`src/rtl/dma_seq_pkg.sv`:
```
package dma_seq_pkg;

    typedef enum logic [4:0] {
        ST_SI  = 5'd0,
        ST_S0  = 5'd1,
        ST_S1  = 5'd2,
        ST_S2  = 5'd3,
        ST_S3  = 5'd4,
        ST_SW  = 5'd5,
        ST_S4  = 5'd6,
        ST_S11 = 5'd7,
        ST_S12 = 5'd8,
        ST_S13 = 5'd9,
        ST_SW1 = 5'd10,
        ST_S14 = 5'd11,
        ST_S21 = 5'd12,
        ST_S22 = 5'd13,
        ST_S23 = 5'd14,
        ST_SW2 = 5'd15,
        ST_S24 = 5'd16
    } seq_state_e;

    typedef enum logic [1:0] {
        KIND_IO2MEM  = 2'b00,
        KIND_MEM2IO  = 2'b01,
        KIND_MEM2MEM = 2'b10,
        KIND_NOSTRB  = 2'b11
    } xfer_kind_e;

endpackage

```
`src/rtl/dma_req_sample.sv`:
```
module dma_req_sample #(
    parameter int NCH = 4,
    parameter int CHW = $clog2(NCH)
) (
    input  logic           clk,
    input  logic           rst_n,
    input  logic [NCH-1:0] dreq,
    input  logic [NCH-1:0] dmask,
    output logic           pend,
    output logic [CHW-1:0] win_ch
);

    logic [NCH-1:0] fall_d, fall_q;
    logic [NCH-1:0] live;
    logic [NCH:0]   below;
    logic [NCH-1:0] take;

    always_comb begin
        fall_d = dreq;
    end

    // Requests are captured on the falling edge.
    always_ff @(negedge clk or negedge rst_n) begin
        if (!rst_n) fall_q <= '0;
        else        fall_q <= fall_d;
    end

    assign live     = fall_q & ~dmask;
    assign below[0] = 1'b0;

    generate
        for (genvar g = 0; g < NCH; g++) begin : g_prio
            assign take[g]    = live[g] & ~below[g];
            assign below[g+1] = below[g] | live[g];
        end
    endgenerate

    always_comb begin
        win_ch = '0;
        for (int i = 0; i < NCH; i++) begin
            if (take[i]) win_ch = win_ch | CHW'(i);
        end
    end

    assign pend = below[NCH];

    p_grant_single_r3: assert property (@(posedge clk) disable iff (!rst_n)
        $onehot0(take));

endmodule

```
`src/rtl/dma_seq_fsm.sv`:
```
module dma_seq_fsm
    import dma_seq_pkg::*;
#(
    parameter int CHW = 2
) (
    input  logic           clk,
    input  logic           rst_n,
    input  logic           mclr,
    input  logic           pend,
    input  logic [CHW-1:0] win_ch,
    input  logic           hold_ack,
    input  logic           ready,
    input  logic           compress,
    input  logic [1:0]     xfer_kind,
    output seq_state_e     state_q,
    output logic [CHW-1:0] ch_q,
    output xfer_kind_e     kind_q,
    output logic           comp_q
);

    typedef struct packed {
        seq_state_e     st;
        logic [CHW-1:0] ch;
        xfer_kind_e     kind;
        logic           comp;
    } seq_regs_t;

    seq_regs_t r_d, r_q;

    always_comb begin
        r_d = r_q;
        unique case (r_q.st)
            ST_SI: begin
                if (pend) begin
                    r_d.st   = ST_S0;
                    r_d.ch   = win_ch;
                    r_d.kind = xfer_kind_e'(xfer_kind);
                    r_d.comp = compress;
                end
            end
            ST_S0: begin
                if (hold_ack) begin
                    if (r_q.kind == KIND_MEM2MEM) r_d.st = ST_S11;
                    else if (r_q.comp)            r_d.st = ST_S2;
                    else                          r_d.st = ST_S1;
                end
            end
            ST_S1:  r_d.st = ST_S2;
            ST_S2: begin
                if (r_q.comp) r_d.st = ready ? ST_S4 : ST_SW;
                else          r_d.st = ST_S3;
            end
            ST_S3, ST_SW: r_d.st = ready ? ST_S4 : ST_SW;
            ST_S4:  r_d.st = ST_SI;
            ST_S11: r_d.st = ST_S12;
            ST_S12: r_d.st = ST_S13;
            ST_S13, ST_SW1: r_d.st = ready ? ST_S14 : ST_SW1;
            ST_S14: r_d.st = ST_S21;
            ST_S21: r_d.st = ST_S22;
            ST_S22: r_d.st = ST_S23;
            ST_S23, ST_SW2: r_d.st = ready ? ST_S24 : ST_SW2;
            ST_S24: r_d.st = ST_SI;
            default: r_d.st = ST_SI;
        endcase
        if (mclr) r_d.st = ST_SI;
    end

    always_ff @(posedge clk or negedge rst_n) begin
        if (!rst_n) r_q <= '{st: ST_SI, ch: '0, kind: KIND_IO2MEM, comp: 1'b0};
        else        r_q <= r_d;
    end

    assign state_q = r_q.st;
    assign ch_q    = r_q.ch;
    assign kind_q  = r_q.kind;
    assign comp_q  = r_q.comp;

    p_mclr_idle_r1: assert property (@(posedge clk) disable iff (!rst_n)
        mclr |=> (state_q == ST_SI));

    p_hold_wait_r4: assert property (@(posedge clk) disable iff (!rst_n)
        (state_q == ST_S0 && !hold_ack && !mclr) |=> (state_q == ST_S0));

    p_wait_insert_r6: assert property (@(posedge clk) disable iff (!rst_n)
        (state_q == ST_S3 && !ready && !mclr) |=> (state_q == ST_SW));

    p_comp_skip_r7: assert property (@(posedge clk) disable iff (!rst_n)
        (state_q == ST_S2 && comp_q && !mclr) |=> (state_q == ST_S4 || state_q == ST_SW));

    p_mm_wait_r9: assert property (@(posedge clk) disable iff (!rst_n)
        (state_q == ST_S13 && !ready && !mclr) |=> (state_q == ST_SW1));

    p_mm_halves_r9: assert property (@(posedge clk) disable iff (!rst_n)
        (state_q == ST_S14 && !mclr) |=> (state_q == ST_S21));

endmodule

```
`src/rtl/dma_strobe_dec.sv`:
```
module dma_strobe_dec
    import dma_seq_pkg::*;
#(
    parameter int NCH = 4,
    parameter int CHW = $clog2(NCH)
) (
    input  logic           clk,
    input  logic           rst_n,
    input  seq_state_e     state_q,
    input  logic [CHW-1:0] ch_q,
    input  xfer_kind_e     kind_q,
    input  logic           comp_q,
    output logic           hold_req,
    output logic [NCH-1:0] dack,
    output logic           ior,
    output logic           iow,
    output logic           memr,
    output logic           memw,
    output logic           xfer_done,
    output logic [CHW-1:0] done_ch
);

    logic working, pair_on, mm_rd, mm_wr;

    assign working  = (state_q != ST_SI) && (state_q != ST_S0);
    assign hold_req = (state_q != ST_SI);

    assign pair_on = (state_q == ST_S3) || (state_q == ST_SW) || (state_q == ST_S4)
                   || (comp_q && state_q == ST_S2);
    assign mm_rd   = (state_q == ST_S13) || (state_q == ST_SW1) || (state_q == ST_S14);
    assign mm_wr   = (state_q == ST_S23) || (state_q == ST_SW2) || (state_q == ST_S24);

    assign ior  = pair_on && (kind_q == KIND_IO2MEM);
    assign memw = (pair_on && (kind_q == KIND_IO2MEM)) || mm_wr;
    assign memr = (pair_on && (kind_q == KIND_MEM2IO)) || mm_rd;
    assign iow  = pair_on && (kind_q == KIND_MEM2IO);

    assign xfer_done = (state_q == ST_S4) || (state_q == ST_S24);
    assign done_ch   = ch_q;

    generate
        for (genvar g = 0; g < NCH; g++) begin : g_ack
            assign dack[g] = working && (ch_q == CHW'(g));
        end
    endgenerate

    p_dack_onehot_r5: assert property (@(posedge clk) disable iff (!rst_n)
        $onehot0(dack));

    p_dack_hold_r5: assert property (@(posedge clk) disable iff (!rst_n)
        (|dack) |-> hold_req);

    p_io_pair_r8: assert property (@(posedge clk) disable iff (!rst_n)
        !(ior && iow) && !(ior && memr) && !(iow && memw));

    p_mem_split_r9: assert property (@(posedge clk) disable iff (!rst_n)
        !(memr && memw));

    p_done_pulse_r10: assert property (@(posedge clk) disable iff (!rst_n)
        xfer_done |=> !xfer_done);

endmodule

```
`src/rtl/dma_bus_seq.sv`:
```
module dma_bus_seq
    import dma_seq_pkg::*;
#(
    parameter int NCH = 4,
    parameter int CHW = $clog2(NCH)
) (
    input  logic           clk,
    input  logic           rst_n,
    input  logic           mclr,
    input  logic [NCH-1:0] dreq,
    input  logic [NCH-1:0] dmask,
    input  logic           hold_ack,
    input  logic           ready,
    input  logic           compress,
    input  logic [1:0]     xfer_kind,
    output logic           hold_req,
    output logic [NCH-1:0] dack,
    output logic           ior,
    output logic           iow,
    output logic           memr,
    output logic           memw,
    output logic           xfer_done,
    output logic [CHW-1:0] done_ch
);

    logic           pend;
    logic [CHW-1:0] win_ch;
    seq_state_e     state_q;
    logic [CHW-1:0] ch_q;
    xfer_kind_e     kind_q;
    logic           comp_q;

    dma_req_sample #(.NCH(NCH), .CHW(CHW)) u_smp (
        .clk(clk), .rst_n(rst_n), .dreq(dreq), .dmask(dmask),
        .pend(pend), .win_ch(win_ch)
    );

    dma_seq_fsm #(.CHW(CHW)) u_fsm (
        .clk(clk), .rst_n(rst_n), .mclr(mclr), .pend(pend), .win_ch(win_ch),
        .hold_ack(hold_ack), .ready(ready), .compress(compress),
        .xfer_kind(xfer_kind), .state_q(state_q), .ch_q(ch_q),
        .kind_q(kind_q), .comp_q(comp_q)
    );

    dma_strobe_dec #(.NCH(NCH), .CHW(CHW)) u_dec (
        .clk(clk), .rst_n(rst_n), .state_q(state_q), .ch_q(ch_q),
        .kind_q(kind_q), .comp_q(comp_q), .hold_req(hold_req), .dack(dack),
        .ior(ior), .iow(iow), .memr(memr), .memw(memw),
        .xfer_done(xfer_done), .done_ch(done_ch)
    );

endmodule

```
`config.mk`:
```
export PLATFORM = sky130hd
export DESIGN_NAME = dma_bus_seq
export DESIGN_NICKNAME = d
export VERILOG_FILES = /design/src/rtl/dma_seq_pkg.sv /design/src/rtl/dma_req_sample.sv /design/src/rtl/dma_seq_fsm.sv /design/src/rtl/dma_strobe_dec.sv /design/src/rtl/dma_bus_seq.sv
export SDC_FILE = /design/constraint.sdc
export NUM_CORES = 1
export LEC_CHECK = 0
export BUFFER_PORTS_ARGS = -buffer_cell sky130_fd_sc_hd__buf_4
export CORE_ASPECT_RATIO = 1.2
export CORE_UTILIZATION = 36
export CTS_CLUSTER_DIAMETER = 80
export DETAILED_ROUTE_END_ITERATION = 7
export SYNTH_ARGS = -nofsm -noshare
export SYNTH_HDL_FRONTEND = slang
export SYNTH_HIERARCHICAL = 1
export SYNTH_SLANG_ARGS = --single-unit
```
`constraint.sdc`:
```
create_clock -name clk -period 2 [get_ports clk]
set_clock_uncertainty 0.05 [all_clocks]
set_input_delay 0.1 -clock clk [delete_from_list [all_inputs] [get_ports clk]]
set_output_delay 0.1 -clock clk [all_outputs]
set_load 0.01 [all_outputs]
```
==> flow_metrics.env, run 1 <==
export IMPL_synth_ff_type="dfrtp_1"
export IMPL_syn2layout_area_growth_pct=34.44
export IMPL_die_h_um=60.12
export IMPL_drive_gt1_frac=0.5036
export IMPL_row_count=20
export IMPL_synth_top_area_share=0.2469
export IMPL_drc=0
export IMPL_portBuffers=27
export IMPL_die_area_um2=3032
export IMPL_dp_hpwl_um=1600
export IMPL_synth_simple_gate_area_frac=0.3494
export IMPL_fin_ws_ns=-0.5025
export IMPL_vias=923
export IMPL_yosys_top_cells_area="dfrtp_1, dfrtn_1, mux2_2"
export IMPL_worst_hold_path_num_cells=2
export IMPL_synth_compound_area_frac=0.1593
export IMPL_grt_pass1_vias=860
export IMPL_final_cell_count_no_fill=170
export IMPL_clockBufferDepth=2
export IMPL_worstSetupPathType="reg2reg"
export IMPL_synth_xor_area_frac=0.008642
export IMPL_worst_hold_path_type="in2reg"
export IMPL_synth_top_family_by_area="simple AND/OR/NAND/NOR gates"
export IMPL_clock_sinks=14
export IMPL_hp_start="compress"
export IMPL_diodes=0
export IMPL_required_ns=2.16
export IMPL_tightest_slew_ns=0.3749
export IMPL_hold_path_endpoint="u_fsm/comp_q$_DFFE_PN0P_"
export IMPL_initial_utilization=0.3894
export IMPL_slew_limit_headroom=0.7480
export IMPL_p_leak_nw=0.6024
export IMPL_fin_area_um2=1363
export IMPL_synth_area_leader_cell="dfrtp_1"
export IMPL_setup_viol=10
export IMPL_vdd_drop_max_mv=0.4525
export IMPL_yosysSeqAreaShare=0.3457
export IMPL_power_density_nw_per_um2=971.8
export IMPL_grt_setup_unrepaired="true"
export IMPL_htree_levels=1
export IMPL_synth_common_cells="dfrtp_1, nand2_1, nor2_1, mux2_2"
export IMPL_drtIter0Drc=44
export IMPL_critPathMaxFanout=6
export IMPL_drv_cap=0
export IMPL_routabilityCongestion=0.8248
export IMPL_r2r_end="u_fsm/state_q[0]$_DFFE_PN0P_"
export IMPL_grt_antenna_before_repair=0
export IMPL_wl_um=2217
export IMPL_gr_total_overflow=0
export IMPL_syn_num_nets=117
export IMPL_total_power_mw=1.324
export IMPL_violations="setup timing"
export IMPL_synthMuxAreaShare=0.07531
export IMPL_r2r_cells=7
export IMPL_place_area_um2=1281
export IMPL_grtUsageTotal=0.1658
export IMPL_synth_cells=101
export IMPL_cts_tree="done"
export IMPL_synth_seq_cells=14
export IMPL_finalMaxSlewViolations=0
export IMPL_dr_pass1_iters=4
export IMPL_synth_edff_count=0
export IMPL_critPathArrivalTime_ns=2.67
export IMPL_grt_pass1_wl_um=3739
export IMPL_io_pins=28
export IMPL_async_flop_share=1.000
export IMPL_status="finished with violations"
export IMPL_cts_clk_slew_worst_paths_ns=0.08
export IMPL_syn_area_per_cell_um2=10.03
export IMPL_yosysUniqueCellTypes=52
export IMPL_root_buffer="clkbuf_4"
export IMPL_wire_per_inst_um=13.04
export IMPL_worst_r2r_setup_slack_ns=-0.50
export IMPL_yosysMostFrequentCell="dfrtp_1"
export IMPL_startpoint="u_smp/fall_q[1]$_DFF_NN0_"
export IMPL_core_area_um2=2603
export IMPL_synth_area_um2=1013
export IMPL_yosys_warnings=6
export IMPL_hold_viol_final=0
export IMPL_drtAntennaViolNets=0
export IMPL_via_per_inst=5.429
export IMPL_nets=155
export IMPL_placedCellCount=162
export IMPL_endpoint_kind="flop"
export IMPL_grt_max_degree=18
export IMPL_start_kind="flop"
export IMPL_r2r_start="u_smp/fall_q[1]$_DFF_NN0_"
export IMPL_clock_latency_ns=0.28
export IMPL_synthAdderAreaFrac=0
export IMPL_chipWidth_um=50.44
export IMPL_cts_made_buffers=3
-- layout by cell type, fill, tap and decap left out, types with 2 or more instances in the layout --
cell type and instances:
buf_4 37, dfrtp_1 7, nor2_1 6, nand2_1 6, mux2_2 5, a21oi_1 4, dfrtn_1 4, clkbuf_4 3
dlygate4sd3_1 3, nor3_1 3, a21oi_2 3, inv_1 3, dfrtp_2 3, nor2b_4 3, nor2b_1 2, mux2i_1 2
nor3b_1 2, nand2b_1 2, nand3b_1 2, nor3_2 2, nor2_2 2
-- kinds of logic (layout without fill, tap and decap cells) --
kind of cell	after synthesis	count (layout)
simple gates	49	49
buf+inv	10	46
mux	7	7
compound gates	20	20
xor+xnor	1	1
flops	14	14
-- power breakdown --
part	internal, mW	switching, mW	total (mW)
clock	0.0696	0.0846	0.154
combinational	0.369	0.316	0.685
sequential	0.362	0.123	0.485
-- layer usage --
metal	global-route usage	vias up	routed length (µm)
met4	0.07143	0	13
li1	-	444	-
met3	0.01527	2	128
met1	0.2125	440	926
met2	0.2838	37	1149
met5	0	-	0
-- cell type report --
cell class                      count  area (µm²)
Fill cell                         246        1240
Multi-Input combinational cell     77       625.6
Sequential cell                    14       354.1
Timing Repair Buffer               40       307.8
Tap cell                           33       41.29
Clock buffer                        3       22.52
Inverter                            3       11.26
-- critical path, cell delays in order, from the launching register on --
cell	delay (ns)
dfrtn_1	0.39
nor2b_4	0.15
nor2_2	0.05
nand2_2	0.07
mux2i_1	0.09
a211o_4	0.38
o32ai_2	0.12
a21o_1	0.14
-- registers in the layout, indices dropped and copies added (netlist names) --
signal         count
u_fsm/ch_q         2
u_fsm/kind_q       2
u_smp/fall_q       4
u_fsm/comp_q       1
u_fsm/state_q      5
-- through the flow --
stage / hold slack, ns / TNS, ns / setup WS, ns / util
3_5_place_dp: -0.08598 / -4.003 / -0.5341 / 0.4923
3_3_place_gp: -0.08758 / -3.631 / -0.4888 / 0.4923
2_1_floorplan: -0.2456 / -3.159 / -0.4488 / -
6_report: 0.01383 / -4.322 / -0.5025 / 0.5236
5_1_grt: 0.01338 / -4.965 / -0.5771 / 0.5236
4_1_cts: 0.00005992 / -4.162 / -0.4868 / 0.5135
-- worst max path at each step --
stage	slack, ns	to	cells past startpoint
floorplan	-0.45	u_fsm/state_q[0]$_DFFE_PN0P_	7
global placement	-0.49	u_fsm/state_q[0]$_DFFE_PN0P_	7
detailed placement	-0.53	u_fsm/state_q[0]$_DFFE_PN0P_	7
CTS	-0.49	u_fsm/state_q[0]$_DFFE_PN0P_	7
global route	-0.58	u_fsm/state_q[0]$_DFFE_PN0P_	7
finish	-0.50	u_fsm/state_q[0]$_DFFE_PN0P_	7
-- what timing repair did --
item,4_1_cts,5_1_grt
pin swaps,2,2
gates resized for setup,2,4
buffers inserted,1,1
setup endpoints to repair,10,12
hold buffers,2,1
hold endpoints to repair,11,1
Power figures use the tool's default switching activity.
==> inputs of run 2 (changes only) <==
--- a/config.mk
+++ b/config.mk
@@ -12,5 +12,4 @@
 export DETAILED_ROUTE_END_ITERATION = 7
 export SYNTH_ARGS = -nofsm -noshare
 export SYNTH_HDL_FRONTEND = slang
-export SYNTH_HIERARCHICAL = 1
 export SYNTH_SLANG_ARGS = --single-unit
==> run 2 against run 1 <==
Compared with the run above: the run still ends with setup timing left; utilization rose by 4.2 points; total power is 6.1% higher; hold slack worse by 0.0069 ns; largest cell class unchanged; largest power group unchanged; sequential share of layout area is 0.35 points higher; register-to-register slack about the same; critical endpoint is now u_fsm.state_q[0]$_DFFE_PN0P_; via count is 1.7% lower; flip-flop and latch count unchanged; clock power is 8% higher.
==> flow_metrics.env, run 2 <==
export IMPL_status="finished with violations"
export IMPL_violations="setup timing"
export IMPL_setup_viol=10
export IMPL_synth_common_cells="nor2_1, dfrtp_1, a21oi_1"
export IMPL_io_pins=28
export IMPL_drc=0
export IMPL_endpoint_kind="flop"
export IMPL_required_ns=2.11
export IMPL_synth_edff_count=0
export IMPL_diodes=0
export IMPL_drv_cap=0
export IMPL_grt_pass1_wl_um=3650
export IMPL_fin_area_um2=1330
export IMPL_setup_tns_ns=-3.556
export IMPL_async_flop_share=1.000
export IMPL_drive_gt1_frac=0.4565
export IMPL_synth_ff_type="dfrtp_1"
export IMPL_die_area_um2=2780
export IMPL_critPathArrivalTime_ns=2.61
export IMPL_final_common_cell="buf_4"
export IMPL_initial_utilization=0.3934
export IMPL_dr_pass1_iters=4
export IMPL_clock_latency_ns=0.28
export IMPL_syn_area_per_cell_um2=9.352
export IMPL_cts_tree="done"
export IMPL_grt_setup_unrepaired="true"
export IMPL_yosysUniqueCellTypes=37
export IMPL_yosys_top_cells_area="dfrtp_1, dfrtn_1, nor2_1"
export IMPL_syn_num_nets=115
export IMPL_power_density_nw_per_um2=1057
export IMPL_synth_seq_cells=14
export IMPL_cts_made_buffers=3
export IMPL_tightest_slew_ns=0.4632
export IMPL_grt_pass1_vias=906
export IMPL_yosys_warnings=0
export IMPL_synth_cells=99
export IMPL_yosysMostFrequentCell="nor2_1"
export IMPL_hold_viol_final=0
export IMPL_drtAntennaViolNets=0
export IMPL_synth_area_um2=925.9
export IMPL_row_count=19
export IMPL_yosysSeqAreaShare=0.3784
export IMPL_start_kind="flop"
export IMPL_nFillCells=215
export IMPL_syn2layout_area_growth_pct=43.65
export IMPL_drtIter0Drc=14
export IMPL_slew_limit_headroom=0.6912
export IMPL_p_leak_nw=0.5971
export IMPL_synth_top_area_share=0.2703
export IMPL_clock_sinks=14
export IMPL_grt_max_degree=15
export IMPL_clockBufferDepth=2
export IMPL_nets=155
export IMPL_cts_clk_slew_worst_paths_ns=0.09
export IMPL_total_power_mw=1.405
export IMPL_chipWidth_um=48.30
export IMPL_worstSetupPathType="reg2reg"
export IMPL_portBuffers=27
export IMPL_gr_total_overflow=0
export IMPL_wl_um=2334
export IMPL_finalMaxSlewViolations=0
export IMPL_fin_ws_ns=-0.5015
export IMPL_core_area_um2=2354
export IMPL_grtUsageTotal=0.1875
export IMPL_vdd_drop_max_mv=0.7287
export IMPL_die_h_um=57.56
export IMPL_worst_hold_path_type="in2reg"
export IMPL_largest_reg_flops=5
export IMPL_place_ws_ns=-0.5024
export IMPL_wire_per_inst_um=13.81
export IMPL_vias=907
export IMPL_synth_area_leader_cell="dfrtp_1"
export IMPL_dp_hpwl_um=1754
export IMPL_place_area_um2=1211
export IMPL_multi_input_comb_area_um2=578.1
export IMPL_routabilityCongestion=0.7785
export IMPL_htree_levels=1
export IMPL_root_buffer="clkbuf_4"
export IMPL_final_seq_area_um2=350.3
export IMPL_final_cell_mix="buf_4, nor2_1, dfrtp_1"
export IMPL_via_per_inst=5.367
export IMPL_hold_slack_ns=0.006936
export IMPL_grt_antenna_before_repair=0
export IMPL_critPathMaxFanout=4
==> run 2: cell count changes after synthesis, moves of 3 or more <==
cell,delta
a21oi_1,+5
o21ai_0,+3
a21oi_2,-3
nor2_1,+6
buf_4,-3
mux2_2,-5
==> run 2: cell families (layout without fill, tap and decap cells) <==
logic type	after synthesis	count (layout)	share of synthesized area
compound gates	24	24	0.1960
buf+inv	11	50	0.06081
flops	14	14	0.3784
mux	3	3	0.03513
simple gates	47	47	0.3297
==> run 2: per-stage QoR <==
stage | util | cells
after floorplan | - | 99
after global routing | 0.5651 | 169
after detailed placement | 0.5146 | 161
after global placement | 0.5146 | 161
after CTS | 0.5572 | 169
final | 0.5651 | 169
==> run 2: power by group <==
part / internal, mW / switching, mW
registers: 0.357 / 0.0810
clock network: 0.0774 / 0.0898
logic: 0.396 / 0.404
==> run 2: cell type report <==
type,count,share of cell area
clock buffer,4,0.01976
inverter,6,0.01693
multi-input combinational,74,0.4346
sequential,14,0.2634
tap,31,0.02916
timing repair buffer,40,0.2361
==> run 2: timing repair <==
item / CTS / global route
setup endpoints to repair: 10 / 12
hold buffers: 4 / 0
pin swaps: 2 / 1
endpoints found under the hold margin: 12 / 0
gates resized for setup: 7 / 5
setup buffers: 0 / 1
==> run 2: metal layers <==
| layer | global-route usage | routed length [µm] | vias up |
|---|---|---|---|
| met3 | 0.03481 | 88 | 6 |
| met2 | 0.3105 | 1248 | 32 |
| met4 | 0.09921 | 60 | 0 |
| met5 | 0 | 0 | - |
| met1 | 0.2166 | 936 | 427 |
| li1 | - | - | 442 |
==> run 2: critical path, cell delays in order, from the launching register on <==
cell and delay, ns:
dfrtn_1 0.33, nor2b_4 0.13, nor4_4 0.37, o32ai_2 0.13
a2111oi_2 0.25, o32ai_1 0.12
==> run 2: path summary, 6_finish.rpt <==
path / slack [ns] / from / endpoint / depth (start not counted)
min in group asynchronous: 0.15 / rst_n / u_fsm.ch_q[0]$_DFFE_PN0P_ / 2
worst max register to register: -0.50 / u_smp.fall_q[1]$_DFF_NN0_ / u_fsm.state_q[0]$_DFFE_PN0P_ / 5
max in group asynchronous: 0.66 / rst_n / u_smp.fall_q[3]$_DFF_NN0_ / 2
worst max-delay path: -0.50 / u_smp.fall_q[1]$_DFF_NN0_ / u_fsm.state_q[0]$_DFFE_PN0P_ / 5
worst min-delay path: 0.007 / xfer_kind[1] / u_fsm.kind_q[1]$_DFFE_PN0P_ / 2
worst min register to register: 0.51 / u_fsm.kind_q[1]$_DFFE_PN0P_ / u_fsm.kind_q[1]$_DFFE_PN0P_ / 1
==> inputs of run 3 (changes only) <==
--- a/config.mk
+++ b/config.mk
@@ -7,7 +7,7 @@
 export LEC_CHECK = 0
 export BUFFER_PORTS_ARGS = -buffer_cell sky130_fd_sc_hd__buf_4
 export CORE_ASPECT_RATIO = 1.2
-export CORE_UTILIZATION = 36
+export CORE_UTILIZATION = 40
 export CTS_CLUSTER_DIAMETER = 80
 export DETAILED_ROUTE_END_ITERATION = 7
 export SYNTH_ARGS = -nofsm -noshare
==> run 3 against run 2 <==
Compared with the run above: the flow still finishes with violations (setup timing); critical path depth is the same; register-to-register slack about the same; global-route usage is 2.1 points higher; critical endpoint unchanged; clock power is 8% lower; die area decreased by 9.6%; final area up 3.4%; non-clock buffer count grew 6; critical path type unchanged; via count is 2.9% higher; combinational power rose by 5.1%; flip-flop and latch count unchanged; routed wire length up 3.1%; cell count is 2.4% higher.
==> flow_metrics.env, run 3 (synthesis gave the netlist of run 2 again) <==
export IMPL_dp_hpwl_um=1706
export IMPL_setup_tns_ns=-3.660
export IMPL_place_area_um2=1210
export IMPL_cts_tree="done"
export IMPL_required_ns=2.10
export IMPL_nets=161
export IMPL_use_met3=0.02970
export IMPL_grt_max_degree=15
export IMPL_die_h_um=54.71
export IMPL_finalMaxSlewViolations=0
export IMPL_p_int_mw=0.8573
export IMPL_cts_clk_slew_worst_paths_ns=0.08
export IMPL_chipWidth_um=45.92
export IMPL_final_util=0.6495
export IMPL_endpoint_kind="flop"
export IMPL_clock_latency_ns=0.28
export IMPL_grtUsageTotal=0.2082
export IMPL_grt_antenna_before_repair=0
export IMPL_worst_hold_path_type="in2reg"
export IMPL_status="finished with violations"
export IMPL_grt_setup_unrepaired="true"
export IMPL_htree_levels=1
export IMPL_root_buffer="clkbuf_4"
export IMPL_drc=0
export IMPL_routabilityCongestion=0.8394
export IMPL_final_common_cell="buf_4"
export IMPL_violations="setup timing"
export IMPL_io_pins=28
export IMPL_row_count=18
export IMPL_p_leak_nw=0.6235
export IMPL_drtIter0Drc=16
export IMPL_critPathMaxFanout=4
export IMPL_worst_hold_path_num_cells=3
export IMPL_drv_cap=0
export IMPL_fin_ws_ns=-0.5109
export IMPL_setup_viol=10
export IMPL_use_met1=0.2218
export IMPL_hold_viol_final=0
export IMPL_critPathArrivalTime_ns=2.61
export IMPL_swShare=0.4009
export IMPL_slew_limit_headroom=0.6984
export IMPL_cts_made_buffers=3
export IMPL_largest_reg_flops=5
export IMPL_diodes=0
export IMPL_portBuffers=27
export IMPL_busiest_layer="met2"
export IMPL_tightest_slew_ns=0.4524
export IMPL_p_sw_mw=0.5736
export IMPL_r2r_cells=5
export IMPL_dr_pass1_iters=4
export IMPL_grt_pass1_wl_um=3643
export IMPL_worstSetupPathType="reg2reg"
export IMPL_via_per_inst=5.393
export IMPL_vdd_drop_max_mv=0.6337
export IMPL_drtAntennaViolNets=0
export IMPL_initial_utilization=0.4374
export IMPL_gr_total_overflow=0
export IMPL_clockPowerShare=0.107
export IMPL_die_area_um2=2512
export IMPL_wire_per_inst_um=13.91
export IMPL_core_area_um2=2117
export IMPL_combPwrFrac=0.588
export IMPL_fin_area_um2=1375
export IMPL_wl_um=2406
export IMPL_final_cell_mix="buf_4, nor2_1, a21oi_1, dfrtp_1, dlygate4sd3_1"
export IMPL_power_density_nw_per_um2=1041
export IMPL_clockBufferDepth=2
export IMPL_pwr_share_seq=0.305
export IMPL_vias=933
export IMPL_grt_use_met2=0.3732
export IMPL_clock_sinks=14
export IMPL_start_kind="flop"
export IMPL_drive_gt1_frac=0.4685
export IMPL_syn2layout_area_growth_pct=48.51
export IMPL_grt_pass1_vias=888
## run 3: changes by cell type in the layout (fill, tap and decap cells not counted)
cell and change:
buf_4 +4, clkbuf_1 -1, dfrtp_1 -1, dfrtp_2 +1, dlygate4sd3_1 +2, nor2_1 -1, nor2_4 +1, nor3_1 +1
nor3_2 -1, o21ai_1 +1, o21ai_2 -1
## run 3: layout make-up
| cell class | instances | area, µm² |
|---|---|---|
| inverter | 6 | 22.52 |
| sequential | 14 | 351.6 |
| fill | 196 | 742.0 |
| tap | 30 | 37.54 |
| multi-input combinational | 74 | 576.8 |
| clock buffer | 3 | 22.52 |
| timing repair buffer | 46 | 364.1 |
## run 3: path summary, 6_finish.rpt
check	from	end	slack (ns)
worst max-delay path	u_smp.fall_q[0]$_DFF_NN0_	u_fsm.state_q[0]$_DFFE_PN0P_	-0.51
worst min-delay path	ready	u_fsm.state_q[4]$_DFFE_PN0P_	0.10
worst max register to register	u_smp.fall_q[0]$_DFF_NN0_	u_fsm.state_q[0]$_DFFE_PN0P_	-0.51
worst min register to register	u_fsm.comp_q$_DFFE_PN0P_	u_fsm.comp_q$_DFFE_PN0P_	0.50
max in group asynchronous	rst_n	u_smp.fall_q[1]$_DFF_NN0_	0.67
min in group asynchronous	rst_n	u_fsm.kind_q[1]$_DFFE_PN0P_	0.14
## run 3: power by group through the flow
stage                     sequential, mW  clock [mW]  combinational (mW)
after global placement             0.446           0               0.724
after floorplan                    0.423           0               0.500
final                              0.436       0.154               0.841
after global routing               0.444       0.173               0.907
after CTS                          0.437       0.162               0.777
after detailed placement           0.446           0               0.733
## run 3: repair_timing
item,in CTS,in global routing
endpoints found under the setup margin,11,11
pin swaps,2,2
resized for setup,6,7
endpoints found under the hold margin,14,0
setup buffers,1,3
cloned,0,0
hold buffers,6,0
## run 3: metrics by stage
step / power [mW] / hold slack, ns / instances / setup slack, ns
2_1_floorplan: 0.9232 / -0.2456 / 99 / -0.4189
3_3_place_gp: 1.170 / -0.09158 / 160 / -0.4315
3_5_place_dp: 1.178 / -0.08786 / 160 / -0.4744
4_1_cts: 1.376 / 0.09230 / 170 / -0.4783
5_1_grt: 1.525 / 0.1133 / 173 / -0.5970
6_report: 1.431 / 0.1002 / 173 / -0.5109
## run 3: worst max-delay path: stages (launching register included)
cell and delay (ns):
dfrtn_1 0.32, nor2b_4 0.13, nor4_4 0.37, o32ai_2 0.14
a2111oi_2 0.24, o32ai_1 0.13
## run 3: per-layer routing
metal  wire (µm)  up-vias  share of wire
met3          73        6          0.030
met5           0        -              0
met4          65        0          0.027
met2        1332       26           0.55
li1            -      452              -
met1         935      449           0.39
